--- config.mk ---
export PLATFORM = sky130hd
export DESIGN_NAME = io_perm_fsm
export DESIGN_NICKNAME = d
export VERILOG_FILES = /design/src/rtl/io_perm_pkg.sv /design/src/rtl/io_perm_fsm.sv
export SDC_FILE = /design/constraint.sdc
export NUM_CORES = 1
export LEC_CHECK = 0
export CAP_MARGIN = 40
export CORE_ASPECT_RATIO = 0.8
export CORE_MARGIN = 2
export CORE_UTILIZATION = 45
export CTS_BUF_LIST = sky130_fd_sc_hd__clkbuf_4 sky130_fd_sc_hd__clkbuf_8
export DETAILED_ROUTE_END_ITERATION = 8
export PLACE_DENSITY = 0.9
export SETUP_SLACK_MARGIN = 0.5
export SYNTH_ARGS = -nofsm -noshare
export SYNTH_HDL_FRONTEND = slang
export SYNTH_SLANG_ARGS = --single-unit
export TNS_END_PERCENT = 30
--- constraint.sdc ---
create_clock -name clk -period 2.34 [get_ports clk]
set_input_delay 0.585 -clock clk [delete_from_list [all_inputs] [get_ports clk]]
set_output_delay 0.585 -clock clk [all_outputs]
set_load 0.01 [all_outputs]
--- src/rtl/io_perm_pkg.sv ---
package io_perm_pkg;

    typedef enum logic [2:0] {
        ST_IDLE     = 3'd0,
        ST_FETCH_LO = 3'd1,
        ST_CHECK_LO = 3'd2,
        ST_CHECK_HI = 3'd3,
        ST_REPORT   = 3'd4
    } perm_state_e;

    localparam logic [1:0] SZ_ONE  = 2'd0;
    localparam logic [1:0] SZ_TWO  = 2'd1;
    localparam logic [1:0] SZ_FOUR = 2'd2;
    localparam logic [1:0] SZ_RSVD = 2'd3;

endpackage

--- src/rtl/io_perm_fsm.sv ---
module io_perm_fsm #(
    parameter int ADDR_W = 16,
    parameter int BYTE_W = 8
) (
    input  logic              clk,
    input  logic              rst_n,
    input  logic              req_valid,
    input  logic              fast_path,
    input  logic              fast_deny,
    input  logic              span,
    input  logic [ADDR_W-1:0] addr_lo,
    input  logic [ADDR_W-1:0] addr_hi,
    input  logic [BYTE_W-1:0] mask_lo,
    input  logic [BYTE_W-1:0] mask_hi,
    input  logic              byte_deny,
    output logic [BYTE_W-1:0] cur_mask,
    output logic              rd_en,
    output logic [ADDR_W-1:0] rd_addr,
    output logic              busy,
    output logic              done,
    output logic              grant,
    output logic              fault
);
    import io_perm_pkg::*;

    perm_state_e       state, nxt;
    logic              accept;
    logic              span_q;
    logic              deny_q;
    logic [ADDR_W-1:0] addr_lo_q;
    logic [ADDR_W-1:0] addr_hi_q;
    logic [BYTE_W-1:0] mask_lo_q;
    logic [BYTE_W-1:0] mask_hi_q;

    assign accept = req_valid && (state == ST_IDLE);

    always_comb begin
        nxt = state;
        unique case (state)
            ST_IDLE:     if (accept) nxt = fast_path ? ST_REPORT : ST_FETCH_LO;
            ST_FETCH_LO: nxt = ST_CHECK_LO;
            ST_CHECK_LO: nxt = span_q ? ST_CHECK_HI : ST_REPORT;
            ST_CHECK_HI: nxt = ST_REPORT;
            ST_REPORT:   nxt = ST_IDLE;
            default:     nxt = ST_IDLE;
        endcase
    end

    always_ff @(posedge clk or negedge rst_n) begin
        if (!rst_n) state <= ST_IDLE;
        else        state <= nxt;
    end

    always_ff @(posedge clk or negedge rst_n) begin
        if (!rst_n) begin
            span_q    <= 1'b0;
            deny_q    <= 1'b0;
            addr_lo_q <= '0;
            addr_hi_q <= '0;
            mask_lo_q <= '0;
            mask_hi_q <= '0;
        end else if (accept) begin
            span_q    <= span;
            deny_q    <= fast_path && fast_deny;
            addr_lo_q <= addr_lo;
            addr_hi_q <= addr_hi;
            mask_lo_q <= mask_lo;
            mask_hi_q <= mask_hi;
        end else if ((state == ST_CHECK_LO) || (state == ST_CHECK_HI)) begin
            deny_q <= deny_q | byte_deny;
        end
    end

    always_comb begin
        rd_en    = 1'b0;
        rd_addr  = addr_lo_q;
        cur_mask = mask_lo_q;
        done     = 1'b0;
        grant    = 1'b0;
        fault    = 1'b0;
        unique case (state)
            ST_IDLE: ;
            ST_FETCH_LO: rd_en = 1'b1;
            ST_CHECK_LO: begin
                rd_en   = span_q;
                rd_addr = addr_hi_q;
            end
            ST_CHECK_HI: cur_mask = mask_hi_q;
            ST_REPORT: begin
                done  = 1'b1;
                grant = !deny_q;
                fault = deny_q;
            end
            default: ;
        endcase
    end

    assign busy = (state != ST_IDLE);

endmodule

==> Word level (Yosys, flattened, before mapping) <==
Cells that the tools add are included.
{ "totals": {"regBits": 53, "input_bits": 55, "out_inout_bits": 29, "elab_cells": 32} }
{ "op_classes": {"n_eq_ne": 5, "muxes": 12, "n_bitwise": 1, "reduce_logical": 7} }
{ "op_table": {"columns": ["op", "count"], "rows": [
  ["two-way mux 16 bit", 1],
  ["case mux 3 bit (4 select lines)", 1],
  ["two-way mux 3 bit", 3],
  ["two-way mux 8 bit", 1],
  ["== test 3 x 2 -> 1 bit (second input constant)", 2],
  ["two-way mux 1 bit", 5],
  ["== test 3 x 1 -> 1 bit (second input constant)", 1],
  ["== test 3 bit (second input constant)", 1],
  ["logical NOT 3 bit", 1],
  ["nonzero test 3 bit", 1],
  ["logical AND 1 bit", 2],
  ["inequality test 2 bit (second input constant)", 1],
  ["case mux 1 bit (2 select lines)", 1],
  ["nonzero test 2 bit", 1],
  ["logical NOT 1 bit", 1],
  ["logical OR 1 bit", 1],
  ["bitwise OR 1 bit", 1]
]} }

==> Depth between registers and ports, before layout <==
{ "depth": {"ltp_word": 4, "depth_mapped": 5, "depth_no_buf": 3} }

==> Worst setup path before layout <==
OpenSTA, ideal clock, no wires.
{ "synth_timing": {"path_kind": "register to output", "from": "register state[2]", "to": "output rd_addr[10]", "t_arrival_ps": 1479, "required_time_ps": 1755, "path_slack_ps": 276, "stages_incl_launch_ff": 5, "n_path_buf": 2, "path_cell_list": "dfrtp_1 -> buf_6 -> nor3b_2 -> buf_4 -> mux2_2"} }
{ "synth_between": {"elab_chain_len": 2} }
{ "synth_lines": {"columns": ["item", "line_no", "text"], "rows": [
  ["start, declared", "io_perm_fsm.sv:26", "perm_state_e state, nxt;"],
  ["start signal, assigned", "io_perm_fsm.sv:51", "else state <= nxt;"],
  ["== test 3 x 2 -> 1 bit", "io_perm_fsm.sv:81", "unique case (state)"],
  ["two-way mux 16 bit", "io_perm_fsm.sv:81", null],
  ["end, declared", "io_perm_fsm.sv:18", "output logic [ADDR_W-1:0] rd_addr,"]
]} }
Every way passes these cells.

==> Worst setup path after layout <==
{ "layout_timing": {"from": "register state[0]", "to": "output rd_addr[15]"} }
Same word-level chain as after synthesis.

==> qor.log <==
[routing] Initial DRC Count 40
[flow_run] max-capacitance violation count 0
[worst_setup_path] most repeated library cell on the critical path buf_6
[sta] final hold violation count 0
[power] highest ir drop seen on vdd 657.7 uV
[yosys] Avg Inst Size Synth 15.19 sq um
[worst_setup_path] CP endpoint kind output port
[yosys] combined area of all synthesized cells 2385 sq um
[worst_setup_path] Worst Reg2Reg Path Length in Cells 5
[worst_setup_path] Critical path buffers and inverters 4
[placement] number of buffers inserted by port buffering 83
[final_layout] storage element area 1328 sq um
[worst_setup_path] cells traversed along the worst timing path buf_6 > nor3b_4 > buf_4 > buf_12 > mux2_4 > buf_6
[worst_setup_path] largest fanout on the critical path 8
[placement] placed instance count 302
[global_route] global-route wire length before repair 8266 um
[routing] DRC viols 0
[routing] remaining number of nets flagged by the antenna check after routing 0
[final_layout] highest-count cells in the layout ignoring fill and taps dfrtp_1, clkdlybuf4s50_1, mux2_2
[final_layout] post-route non-filler standard cell count 318
[worst_setup_path] slack of the worst reg-to-reg path 0.55 ns
[sta] Period minus WS final 2.322 ns
[worst_setup_path] Arrival @ worst endpoint 1.74 ns
[floorplan] initial standard-cell utilization of the core 47.08%
[floorplan] number of cell rows 23
[routing] Avg Vias per Cell 5.028
[power] Pleak 1.556 nW
[worst_setup_path] launch point of the critical path state[0]
[worst_setup_path] peak per-stage delay on the critical path 0.40 ns
[hold_path] worst hold path type in2async
[clock_tree] insertion delay to the later sink of the worst-skew pair 0.30 ns
[worst_setup_path] dominant delay contributor by cell family on the critical path buffers and inverters
[worst_setup_path] worst reg2reg path startpoint state[2]
[floorplan] Die Y-Extent 69.11 um
[sta] Post-Route Hold Slack 0.2028 ns
[floorplan] horizontal die dimension 85.39 um
[final_layout] # nets final 310
[sta] Tightest Pin Transition 0.4025 ns
[placement] final RePlAce weighted congestion 0.7307
[clock_tree] root cell of the clock tree clkbuf_8
[placement] half-perimeter wire length after detailed placement 3557 um
[global_route] leftover overflow at the end of global routing 0
[sta] relative slew slack 73.17%
[final_layout] fraction of final layout cells sized beyond drive strength 1 49.22%
[sta] Clock Skew 0.003352 ns
[worst_setup_path] required time at the worst-slack endpoint 1.75 ns
[routing] length of the first detailed-routing pass in iterations 4
[global_route] total routing resource utilization after global routing 17.66%
[sta] unrepaired setup endpoints after global routing true
[final_layout] number of inserted diodes 0
[routing] mean routed wirelength per cell 15.48 um
[floorplan] Core Footprint 5065 sq um
[worst_setup_path] cell with the largest stage delay on the worst path dfrtp_1
[worst_setup_path] CP Class reg2out
[status] run status completed
[sta] count of final max-slew check failures 0
[worst_setup_path] cell count along the critical path 6
[final_layout] area of the multi-input gates 1057 sq um
[global_route] initial antenna violation count 0
[yosys] register area share after synthesis 55.61%
[clock_tree] maximum level of the CTS H-tree 2
[global_route] via count of the first global-routing pass 1,730
[sta] total negative setup slack 0 ns
[yosys] count of distinct cell types in the synthesized netlist 22
[final_layout] Area Overhead vs Synth 48.95%
[worst_setup_path] startpoint type of the worst setup path flop
[yosys] yosys synthesis warning count 0
[final_layout] final-layout fill cell count 361
[yosys] Synth Instances 157
[worst_setup_path] worst reg2reg endpoint mask_hi_q[4]
[clock_tree] clock-pin slew of the registers on the worst-case setup and hold paths 0.09 ns
[sta] FMAX 0.4306 GHz
[worst_setup_path] Critical path destination rd_addr[15]
[sta] Final setup violation count 0
[yosys] synthesized net count 212
[floorplan] I/O pin cnt 84
[yosys] flops & latches, synth 53
[power] PwrDens 1245 nW/um^2
[routing] via count 1,599
[floorplan] DIE AREA 5901 sq um
[clock_tree] number of clock buffers inserted by TritonCTS 5
[sta] post-route fraction of the period consumed by the critical path 99.24%
[clock_tree] number of sinks on the clock net 53
[clock_tree] number of hold buffers added after cts 0
[clock_tree] Max clock buf depth 2
[global_route] maximum number of pins on one net before global-route repair 29
[clock_tree] TritonCTS clock tree yes
[routing] wire length after detailed routing 4923 um
worst min-delay path by stage:
stage | end | slack (ns) | cells past startpoint
after floorplan | addr_hi_q[0] | 0.29 | 0
after global placement | addr_hi_q[3] | 0.46 | 1
after detailed placement | addr_hi_q[3] | 0.48 | 1
after CTS | addr_lo_q[14] | 0.21 | 1
after global routing | addr_lo_q[14] | 0.21 | 1
final | addr_lo_q[14] | 0.20 | 1
Yosys cell counts:
cell	instances	area, sq um
a21oi_1	3	15.01
a22oi_1	1	7.510
a32oi_1	1	8.760
and2_1	1	6.260
and3_1	1	6.260
buf_2	1	5.000
buf_4	2	15.01
buf_6	6	67.56
dfrtp_1	53	1326
mux2_1	8	90.09
mux2_2	65	732.0
nand2_1	1	3.750
nand2b_1	2	12.51
nand3_1	1	5.000
nand3b_1	1	7.510
nor2_1	3	11.26
nor2b_1	2	12.51
nor3_1	1	5.000
nor3b_2	1	12.51
nor4b_4	1	23.77
o21ai_0	1	5.000
or3_1	1	6.260
routing by layer:
metal / track usage [%] / wire, um / vias up
met5: 0 / 0 / -
met4: 4.233 / 28 / 0
met3: 4.431 / 264 / 4
met2: 29.69 / 2454 / 45
met1: 22.93 / 2175 / 792
li1: - / - / 758
timing repair:
| action | in CTS | in global routing |
|---|---|---|
| gates cloned | 1 | 0 |
| setup endpoints to repair | 50 | 79 |
| pin swaps | 1 | 2 |
| setup buffers | 7 | 0 |
| gates resized for setup | 115 | 29 |
through the flow:
stage | utilization [%] | cell area [sq um] | setup slack [ns] | power [W]
2_1_floorplan | - | 2439 | 0.4048 | 0.002920
3_3_place_gp | 66.13 | 3349 | 0.09881 | 0.003728
3_5_place_dp | 66.13 | 3349 | 0.06224 | 0.003805
4_1_cts | 69.00 | 3495 | 0.03370 | 0.004323
5_1_grt | 70.13 | 3552 | -0.07049 | 0.004707
6_report | 70.13 | 3552 | 0.01776 | 0.004421
power by group:
group / internal [W] / switching (W) / total [W] / leakage, nW
combinational: 0.00147 / 0.000824 / 0.00230 / 0.884
sequential: 0.00138 / 0.000241 / 0.00162 / 0.623
clock: 0.000220 / 0.000284 / 0.000504 / 0.0484
sequential cells by signal, indices dropped and copies added, names as in the netlist:
register   flops
deny_q         1
addr_hi_q     16
state          3
addr_lo_q     16
span_q         1
mask_hi_q      8
mask_lo_q      8
kinds of logic (layout without fill, tap and decap cells):
kind of cell           after synthesis  count (layout)  synth area share [%]
flip-flops                          53              53                 55.61
AND/OR/NAND/NOR                     16              16                 4.722
AO/OA/AOI/OAI                        6               6                 1.521
buffers and inverters                9             108                 3.672
multiplexers                        73              73                 34.47
cell type report:
cell class	count	area share [%]
sequential	53	37.37
clock buffer	6	2.149
tap	62	2.184
timing repair buffer	100	28.25
clock inverter	2	0.2818
multi-input combinational	95	29.76
Power figures use the tool's default switching activity.
